===== src/rtl/spi_chain_pkg.sv =====
package spi_chain_pkg;
  typedef enum logic [1:0] {
    VERDICT_NONE   = 2'd0,
    VERDICT_ACCEPT = 2'd1,
    VERDICT_REJECT = 2'd2
  } verdict_e;

  function automatic int unsigned log2_ceil(input int unsigned v);
    int unsigned r;
    r = 0;
    while ((1 << r) < v) r++;
    return r;
  endfunction
endpackage


===== src/rtl/spi_chain_sync.sv =====
module spi_chain_sync #(
  parameter int          W       = 1,
  parameter int          STAGES  = 2,
  parameter logic [W-1:0] RST_VAL = '0
) (
  input  logic         clk,
  input  logic         rst_n,
  input  logic [W-1:0] d,
  output logic [W-1:0] q
);
  logic [STAGES-1:0][W-1:0] stg;

  always_ff @(posedge clk or negedge rst_n) begin
    if (!rst_n) stg <= {STAGES{RST_VAL}};
    else        stg <= {stg[STAGES-2:0], d};
  end

  assign q = stg[STAGES-1];
endmodule


===== src/rtl/spi_chain_shifter.sv =====
module spi_chain_shifter #(
  parameter int WORD_W = 16,
  parameter int CNT_W  = 8
) (
  input  logic              clk,
  input  logic              rst_n,
  input  logic              load,
  input  logic [WORD_W-1:0] load_word,
  input  logic              shift_en,
  input  logic              shift_in,
  input  logic              out_en,
  output logic [WORD_W-1:0] word,
  output logic              so_bit,
  output logic [CNT_W-1:0]  bit_cnt
);
  localparam logic [CNT_W-1:0] CNT_MAX = '1;

  always_ff @(posedge clk or negedge rst_n) begin
    if (!rst_n) begin
      word    <= '0;
      bit_cnt <= '0;
    end else if (load) begin
      word    <= load_word;
      bit_cnt <= '0;
    end else if (shift_en) begin
      word <= {word[WORD_W-2:0], shift_in};
      if (bit_cnt != CNT_MAX) bit_cnt <= bit_cnt + 1'b1;
    end
  end

  always_ff @(posedge clk or negedge rst_n) begin
    if (!rst_n)      so_bit <= 1'b0;
    else if (load)   so_bit <= load_word[WORD_W-1];
    else if (out_en) so_bit <= word[WORD_W-1];
  end
endmodule


===== src/rtl/spi_chain_judge.sv =====
module spi_chain_judge
  import spi_chain_pkg::*;
#(
  parameter int WORD_W = 16,
  parameter int STEP   = 8,
  parameter int CNT_W  = 8
) (
  input  logic              clk,
  input  logic              rst_n,
  input  logic              csn_fall,
  input  logic              csn_rise,
  input  logic              sclk_lvl,
  input  logic [CNT_W-1:0]  bit_cnt,
  input  logic [WORD_W-1:0] word,
  input  logic              ter_clr,
  input  logic              wr_ready,
  output logic              wr_valid,
  output logic [WORD_W-1:0] wr_data,
  output logic              ter,
  output verdict_e          verdict
);
  localparam int          STEP_LG = log2_ceil(STEP);
  localparam logic [CNT_W-1:0] MIN_CNT = CNT_W'(WORD_W);
  localparam logic [STEP_LG-1:0] MIN_LOW = MIN_CNT[STEP_LG-1:0];

  logic sclk_bad;
  logic len_ok;

  assign len_ok = (bit_cnt >= MIN_CNT) && (bit_cnt[STEP_LG-1:0] == MIN_LOW);

  always_comb begin
    verdict = VERDICT_NONE;
    if (csn_rise)
      verdict = (len_ok && !sclk_bad && !sclk_lvl) ? VERDICT_ACCEPT : VERDICT_REJECT;
  end

  always_ff @(posedge clk or negedge rst_n) begin
    if (!rst_n)        sclk_bad <= 1'b0;
    else if (csn_fall) sclk_bad <= sclk_lvl;
  end

  always_ff @(posedge clk or negedge rst_n) begin
    if (!rst_n) begin
      wr_valid <= 1'b0;
      wr_data  <= '0;
    end else if (verdict == VERDICT_ACCEPT) begin
      wr_valid <= 1'b1;
      wr_data  <= word;
    end else if (wr_ready) begin
      wr_valid <= 1'b0;
    end
  end

  always_ff @(posedge clk or negedge rst_n) begin
    if (!rst_n)                         ter <= 1'b0;
    else if (verdict == VERDICT_REJECT) ter <= 1'b1;
    else if (ter_clr)                   ter <= 1'b0;
  end
endmodule


===== src/rtl/spi_chain_slave.sv =====
module spi_chain_slave
  import spi_chain_pkg::*;
#(
  parameter int WORD_W = 16,
  parameter int STEP   = 8,
  parameter int CNT_W  = 8,
  parameter int SYNC_N = 2
) (
  input  logic              clk,
  input  logic              rst_n,
  input  logic              csn_i,
  input  logic              sclk_i,
  input  logic              si_i,
  output logic              so_o,
  output logic              so_oe_o,
  input  logic [WORD_W-1:0] stat_i,
  input  logic              ter_clr_i,
  output logic              ter_o,
  output logic              wr_valid_o,
  input  logic              wr_ready_i,
  output logic [WORD_W-1:0] wr_data_o
);
  logic [2:0] pins_s;
  logic csn_s, sclk_s, si_s;
  logic csn_d, sclk_d;
  logic csn_fall, csn_rise, sclk_rise, sclk_fall;
  logic [WORD_W-1:0] load_word;
  logic [WORD_W-1:0] sh_word;
  logic [CNT_W-1:0]  bit_cnt;
  verdict_e verdict;

  spi_chain_sync #(.W(3), .STAGES(SYNC_N), .RST_VAL(3'b100)) u_sync (
    .clk(clk), .rst_n(rst_n), .d({csn_i, sclk_i, si_i}), .q(pins_s)
  );
  assign {csn_s, sclk_s, si_s} = pins_s;

  always_ff @(posedge clk or negedge rst_n) begin
    if (!rst_n) begin
      csn_d  <= 1'b1;
      sclk_d <= 1'b0;
    end else begin
      csn_d  <= csn_s;
      sclk_d <= sclk_s;
    end
  end

  assign csn_fall  = csn_d & ~csn_s;
  assign csn_rise  = ~csn_d & csn_s;
  assign sclk_rise = ~sclk_d & sclk_s;
  assign sclk_fall = sclk_d & ~sclk_s;

  assign load_word = {stat_i[WORD_W-1] | ter_o, stat_i[WORD_W-2:0]};

  spi_chain_shifter #(.WORD_W(WORD_W), .CNT_W(CNT_W)) u_shift (
    .clk(clk), .rst_n(rst_n),
    .load(csn_fall), .load_word(load_word),
    .shift_en(sclk_fall & ~csn_s), .shift_in(si_s),
    .out_en(sclk_rise & ~csn_s),
    .word(sh_word), .so_bit(so_o), .bit_cnt(bit_cnt)
  );

  spi_chain_judge #(.WORD_W(WORD_W), .STEP(STEP), .CNT_W(CNT_W)) u_judge (
    .clk(clk), .rst_n(rst_n),
    .csn_fall(csn_fall), .csn_rise(csn_rise), .sclk_lvl(sclk_s),
    .bit_cnt(bit_cnt), .word(sh_word),
    .ter_clr(ter_clr_i), .wr_ready(wr_ready_i),
    .wr_valid(wr_valid_o), .wr_data(wr_data_o),
    .ter(ter_o), .verdict(verdict)
  );

  assign so_oe_o = ~csn_s;
endmodule


===== config.mk =====
export PLATFORM = sky130hd
export DESIGN_NAME = spi_chain_slave
export DESIGN_NICKNAME = d
export VERILOG_FILES = /design/src/rtl/spi_chain_pkg.sv /design/src/rtl/spi_chain_sync.sv /design/src/rtl/spi_chain_shifter.sv /design/src/rtl/spi_chain_judge.sv /design/src/rtl/spi_chain_slave.sv
export SDC_FILE = /design/constraint.sdc
export NUM_CORES = 1
export LEC_CHECK = 0
export CORE_ASPECT_RATIO = 0.75
export CORE_MARGIN = 5
export CORE_UTILIZATION = 51
export DETAILED_ROUTE_END_ITERATION = 12
export PLACE_DENSITY = 0.78
export REMOVE_ABC_BUFFERS = 1
export SLEW_MARGIN = 20
export SYNTH_ARGS = -nofsm -noshare
export SYNTH_HDL_FRONTEND = slang
export SYNTH_SLANG_ARGS = --single-unit

===== constraint.sdc =====
create_clock -name clk -period 2.46 [get_ports clk]
set_input_delay 0.492 -clock clk [delete_from_list [all_inputs] [get_ports clk]]
set_output_delay 0.492 -clock clk [all_outputs]
set_load 0.005 [all_outputs]

==> results of run 1 <==
sequential cells by signal, indices dropped and copies added (netlist names):
register / flops
csn_d: 1
sclk_d: 1
u_judge.sclk_bad: 1
u_judge.ter: 1
u_judge.wr_data: 16
u_judge.wr_valid: 1
u_shift.bit_cnt: 8
u_shift.so_bit: 1
u_shift.word: 16
u_sync.q: 3
u_sync.stg: 3
stage by stage:
step	hold WS (ns)	power [mW]	worst slack, ns	std cells
2_1_floorplan	0.196	1.18	0.677	177
3_3_place_gp	0.332	1.29	0.579	280
3_5_place_dp	0.337	1.30	0.563	280
4_1_cts	0.178	1.78	0.424	288
5_1_grt	0.186	1.87	0.371	288
6_report	0.164	1.76	0.437	288
synth_stat cells (all sizes together), types with 2 or more instances:
| cell type | number |
|---|---|
| mux2i | 17 |
| o41ai | 2 |
| nor4 | 2 |
| or4b | 2 |
| clkbuf | 3 |
| a21oi | 6 |
| buf | 4 |
| dfstp | 3 |
| a31oi | 2 |
| nand2b | 2 |
| o21ai | 19 |
| dfrtp | 49 |
| nor2 | 5 |
| mux2 | 16 |
| or4 | 2 |
| o31ai | 2 |
| inv | 7 |
| ha | 2 |
| nand2 | 24 |
| nand3 | 3 |
where the power goes:
part / internal [mW] / leakage [nW] / switching, mW
sequential: 0.941 / 0.673 / 0.0756
clock: 0.225 / 0.0510 / 0.261
combinational: 0.131 / 0.651 / 0.130
total: 1.30 / 1.37 / 0.467
layout by cell type (no fill, tap or decap), types with 3 or more instances in the layout:
cell type / instances
clkdlybuf4s50_1: 41
clkbuf_8: 6
dfstp_2: 3
mux2i_1: 17
mux2_4: 9
o21ai_0: 18
inv_1: 7
dfrtp_1: 49
mux2_1: 4
buf_4: 3
nor2_1: 4
a21oi_1: 6
mux2_2: 3
nand2_1: 24
per-layer routing:
layer  GRT usage  vias to the layer above
met5           0                        -
met3      0.0349                        2
met2       0.248                       42
met4      0.0460                        0
li1            -                      754
met1       0.223                      730
path summary, 6_finish.rpt:
| check | start | to | slack (ns) |
|---|---|---|---|
| worst max register to register | u_shift.bit_cnt[0] | u_judge.wr_data[2] | 0.56 |
| worst max-delay path | u_sync.q[2] | so_oe_o | 0.44 |
| max in group asynchronous | rst_n | csn_d | 2.02 |
| worst min-delay path | rst_n | u_sync.stg[0] | 0.16 |
| min in group clk | u_sync.stg[2] | u_sync.q[2] | 0.36 |
| worst min register to register | u_sync.stg[2] | u_sync.q[2] | 0.36 |
worst register-to-register path, stage by stage, from the launching register on:
cell      delay, ns
dfrtp_1        0.42
inv_1          0.11
ha_1           0.20
nand2b_4       0.07
nor4_4         0.29
nand3_4        0.31
mux2_1         0.40
kinds of logic (layout without fill, tap and decap cells):
logic type	after synthesis	in the layout	synth area share
compound gates	37	37	0.0975
fa+ha+maj	2	2	0.0108
buf+inv	14	61	0.0303
flops	52	52	0.565
mux	33	33	0.166
simple gates	46	46	0.130
final cells by class:
class | instances | area (um2)
fill | 370 | 1530
inverter | 7 | 26.3
multi-input combinational | 118 | 935
clock buffer | 6 | 82.6
tap | 57 | 71.3
clock inverter | 2 | 10.0
timing repair buffer | 46 | 458
sequential | 52 | 1310
==> results.md, run 1 <==
- The critical path contains buffers and inverters numbering 2 combined.
- The sequential-to-total area share from yosys stat is 0.565.
- The global-route wire length before repair is 7350 um.
- The total negative slack is 0 ns.
- The flow ran to the end, and the final reports show no timing, DRC or antenna violations.
- The detailed-route vias per instance is 5.31.
- The number of global-route vias before repair was 1577.
- The final antenna-violating net count is 0.
- In this run the vertical extent of the chip is 68.3 um.
- For the worst setup path, the data arrival time is 1.53 ns.
- The share of synthesized area in the top cell type comes to 0.531.
- The fraction of registers with async set/reset is 1.00.
- Across the routed clock network, the largest skew measured is 0.00324 ns.
- In this design, the largest share of critical-path delay is due to flip-flops.
- The first routing iteration left 112 violations.
- The CTS tree is built.
- The die area is 5990 um2.
- Yosys printed 0 warnings.
- The min-delay analysis places its worst path in the category in -> async.
- The critical setup path kind is reg -> out.
- The maximum clock path buffer count is 2.
- In this run the horizontal extent of the chip is 87.7 um.
- The mean post-synth cell area is 12.6 um2.
- Relative to the synthesized area, the layout overhead comes to 25.0%.
- The dominant cell type by area after synthesis is dfrtp_1.
- For this run, the total global-route usage over all layers was measured as 0.159.
- Of the available clock period, the critical path in the final layout requires 0.822.
- After technology mapping, the gate count stands at 184.
- Sorting the synthesized cells by area gives the leading types as dfrtp_1 (53%), mux2i_1 (7.4%), mux2_4 (5.9%), o21ai_0 (3.9%), nand2_1 (3.9%).
- In the final layout, the share of cells above drive strength 1 is 0.165.
- The repair_antennas step left the layout with diodes totalling 0.
- Input and output buffers added on the ports amount to 42.
- The number of hold violations in the final report is 0.
- 43 I/O pins were placed.
- The post-detailed-route wirelength per cell is 14.7 um.
- Max-cap violations in this run came to 0.
- The critical path goes through inv_1 -> clkdlybuf4s50_1.
- The placed instance area is 2800 um2.
- The total area inside the core boundary comes to 4410 um2.
- The number of vias after detailed routing is 1528.
- The power density relative to cell area is 611 nW/um2.
- The post-route minimum period is 2.02 ns.
- The buffer count from post-CTS setup fixing is 0.
- The kind of end point of the critical path is a primary output.
- Clock-pin slew was measured on the worst setup and hold paths at 0.09 ns.
- CTS saw 52 sinks.
- The congestion estimate from routability-driven global placement came to 0.834.
- The leftover overflow at the end of global routing is 0.
- The H-tree was split into 2 levels.
- The largest net degree at the start of global routing is 53.
- In this run the clock root is driven by a clkbuf_8.
- The total leakage power is 1.37 nW.
- The routed design has 4240 um of wire.
- In this design, the stage delay of the slowest critical-path cell is 0.63 ns.
- Setup repair after global routing left no endpoint under its margin.
- Among all flip-flop cells after synthesis, the most frequent one is dfrtp_1.
- The category of the worst setup path launch point is a register.
- The largest driver fanout on the critical path is 7.
- The number of max-slew violations in the final report is 0.
- The total standard cell area after synthesis is 2310 um2.
- The count of cells resized by post-cts repair is 0.
- The HPWL after detailed placement is 2990 um.
- The number of rows created at floorplan is 21.
- The instance count on the critical path is 2.
- Counting cells, the worst reg-to-reg path comes to 6.
- The initial antenna violation count is 0.
- For this block, wires on met1 add up to 2100 um.
- The transition time of the tightest slew-check pin is 0.879 ns.
- The unique cell type count in the Yosys netlist is 41.
- Static timing analysis puts the maximum clock frequency at 0.494 GHz.
- The number of hold-repair buffers added at the cts stage is 0.
- The starting density of the core is 0.523.
- The count of flip-flops with a built-in enable after synthesis is 0.
- The utilization of the core after routing is 0.654.
- In this run, CTS created clock tree buffers numbering 5.
- Detailed routing placed a total of 1900 um of wire on met2.
- The synthesized design contains 52 register bits.
- After routing the design area is 2890 um2.
- In the detailed route, the total length drawn on met3 is 224 um.
- In the final design database the tool counted 255 nets.
- The total of endpoints with negative setup slack in the final report is 0.
- The slowest stage of the critical path is the dfstp_2 cell.
- The worst slew slack as a fraction of its limit is 0.414.
- Data on the critical path is required at its endpoint by 1.97 ns.
- The clock reaches the later pin of the worst-skew pair after 0.29 ns.
- The DRC violation count after routing is 0.
- The highest metal layer carrying signal wires in the routed design is met4.
- Across the VDD grid, the largest voltage drop is 0.000316 V.
- The length of the first detailed-routing pass in iterations is 4.
Note: power is estimated with default switching activity, not from simulation.
==> inputs of run 2 (changes only) <==
Settings changed: CORE_UTILIZATION 51 to 46, PLACE_DENSITY 0.78 to 0.75.
Clock period 2.46 ns to 1.8 ns, I/O delays scaled along.
==> results.md, run 2 (synthesized netlist as in run 1, its figures left out) <==
- The achievable frequency is 0.565 GHz.
- The hold path startpoint is u_sync.stg[0].
- The storage element area is 1310 um2 (unchanged).
- For hold timing, the worst endpoint is u_sync.q[0].
- The length of the first detailed-routing pass in iterations came to 4 (unchanged).
- The post-layout net count was 271 (+6.3%).
- The final wirelength is 4730 um (+12%).
- The number of clock buffers inserted by TritonCTS is 5 (unchanged).
- The library cell used most frequently in the layout, excluding fill and tap cells, is dfrtp_1.
- The number of hold violations in the final report is 0 (unchanged).
- The violation count after the first detailed-routing iteration is 81 (-28%).
- The final antenna-violating net count is 0 (unchanged).
- The starting density of the core was 0.474 (-0.0492).
- The utilization of the core after routing is 0.638 (-0.0165).
- In the layout the commonest cells are dfrtp_1 (49), clkdlybuf4s50_1 (40), nand2_1 (23), o21ai_0 (18), mux2i_1 (17).
- The DRC violation count after routing came to 0 (unchanged).
- The detailed-route vias per instance is 5.26 (-0.79%).
- The post-route minimum period is 1.77 ns.
- The worst hold path was traced through 0 stages.
- The transition time of the tightest slew-check pin is 0.449 ns (-0.430 ns).
- The data required time at the worst endpoint is 1.99 ns (+0.02 ns).
- The max-cap check violation count came to 0 (unchanged).
- The count of port buffers added during placement came to 42 (unchanged).
- The maximum clock path buffer count is 2 (unchanged).
- The area inside the core boundary is 4870 um2 (+10%).
- The clock latency on the worst-skew pair is 0.30 ns (about the same).
- The leftover overflow at the end of global routing is 0 (unchanged).
- In this run the critical register-to-register path is captured at u_judge.wr_data[11].
- The weighted congestion reported at the end of routability-driven placement is 0.818 (-1.9%).
- The die area was 6550 um2 (+9.4%).
- The global-route total usage across every layer is 0.149 (-0.00946).
- The clock transition at the registers of the reported paths is 0.09 ns (about the same).
- The number of max-slew violations in the final report is 0 (unchanged).
- The path category of the worst min-delay check is reg -> reg.
- The launching instance or port of the critical path is u_shift.bit_cnt[0].
- The run finished with clean final reports.
- The count of antenna diodes in the layout is 0 (unchanged).
- STA classifies the critical path startpoint as a register.
- The deepest level of the CTS H-tree is 2 (unchanged).
- The number of top-level pins came to 43 (unchanged).
- The area growth from synthesis to layout is 34.5%.
- The initial antenna violation count is 0 (unchanged).
- The critical path in this run is classified as reg -> reg.
- The CTS sink count is 52 (unchanged).
- The worst-case vdd ir drop is 0.000639 V (+100%).
- The number of rows created at floorplan is 22 (+4.8%).
- The number of global-route vias before repair is 1667 (+5.7%).
- The chip width is 91.8 um (+4.7%).
- The number of vias after detailed routing is 1616 (+5.8%).
- The total of endpoints with negative setup slack in the final report is 0 (unchanged).
- The final period utilization is 0.983.
- CTS placed an instance of clkbuf_8 at the clock tree root.
- The area taken by multi-input logic gates was 985 um2 (+5.4%).
- The global-route wire length before repair is 7920 um (+7.8%).
- The power consumption is 2.70 mW (+53%).
- The worst slew slack as a fraction of its limit is 0.698 (+0.284).
- The clock skew is 0.00968 ns (+0.00644 ns).
- The HPWL after detailed placement is 3300 um (+10%).
- The critical path arrival is 1.96 ns (+0.43 ns).
- The largest driver fanout on the critical path is 9 (+2).
- The slack of the worst reg-to-reg path is 0.03 ns (-0.53 ns).
- Setup repair after global routing could not meet its margin everywhere.
- The post-detailed-route wirelength per cell came to 15.4 um (+4.8%).
- TritonCTS built the clock tree.
- The largest net degree at the start of global routing came to 33 (-38%).
- The vertical die dimension came to 71.4 um (+4.5%).
- The worst hold-check slack is 0.357 ns (+0.192 ns).
- The share of post-route cells with drive strength above 1 is 0.255 (+0.0906).
- The fill cell total of the finished layout is 376 (+1.6%).
- The power density relative to cell area is 868 nW/um2 (+42%).
- The depth of the worst register-to-register path is 7 (+1).
- The worst setup path is captured at a register.
- The startpoint identified for the worst register-to-register timing path is u_shift.bit_cnt[0].
- The total leakage power is 1.50 nW (+9.1%).
- The largest registers in the layout are u_judge.wr_data x16, u_shift.word x16, u_shift.bit_cnt x8.
==> run 2: how the worst max path moves through the flow <==
stage / to / cells past startpoint / slack [ns]
after global placement: u_judge.wr_data[2] / 6 / -0.03
after global routing: u_judge.wr_data[11] / 7 / -0.02
final: u_judge.wr_data[11] / 7 / 0.03
after CTS: u_judge.wr_data[11] / 7 / 0.0004
after detailed placement: u_judge.wr_data[1] / 6 / -0.1
after floorplan: u_shift.word[15] / 4 / 0.02
==> run 2: power by group <==
group / internal (mW) / leakage [nW] / switching [mW] / total, mW
registers: 1.29 / 0.673 / 0.0962 / 1.38
clock network: 0.455 / 0.0614 / 0.377 / 0.832
logic: 0.257 / 0.766 / 0.227 / 0.484
==> run 2: layout make-up <==
class | count | area share
flip-flops and latches | 52 | 0.420
multi-input cells | 118 | 0.317
repair buffers | 62 | 0.191
clock buffers | 6 | 0.0266
well taps | 60 | 0.0242
clock inverters | 2 | 0.0125
inverters | 7 | 0.00846
==> run 2: critical path, cell delays in order, from the launching register on <==
cell,delay (ns)
dfrtp_1,0.43
inv_2,0.09
ha_4,0.14
nand2b_4,0.05
nor4_4,0.34
nand3_4,0.13
buf_6,0.17
mux2_4,0.30
==> run 2: per-layer routing <==
| metal | routed length [um] | vias to the layer above | global-route usage |
|---|---|---|---|
| met5 | 0 | - | 0 |
| met4 | 36 | 0 | 0.0362 |
| met3 | 311 | 5 | 0.0430 |
| met2 | 2100 | 51 | 0.221 |
| met1 | 2280 | 783 | 0.218 |
| li1 | - | 777 | - |
==> run 2: per-stage QoR <==
stage | setup TNS (ns) | instances | setup slack [ns] | cell area (um2)
floorplan | 0 | 177 | 0.0174 | 2270
global placement | -0.185 | 290 | -0.0263 | 2850
detailed placement | -1.11 | 290 | -0.0958 | 2850
CTS | 0 | 302 | 0.000404 | 3010
global route | -0.157 | 307 | -0.0195 | 3110
finish | 0 | 307 | 0.0307 | 3110
==> run 2: timing repair <==
action,CTS,global route
setup buffers,3,5
resized for setup,0,16
pin swaps,1,6
hold endpoints to repair,3,0
setup endpoints to repair,17,20
hold buffers,1,0
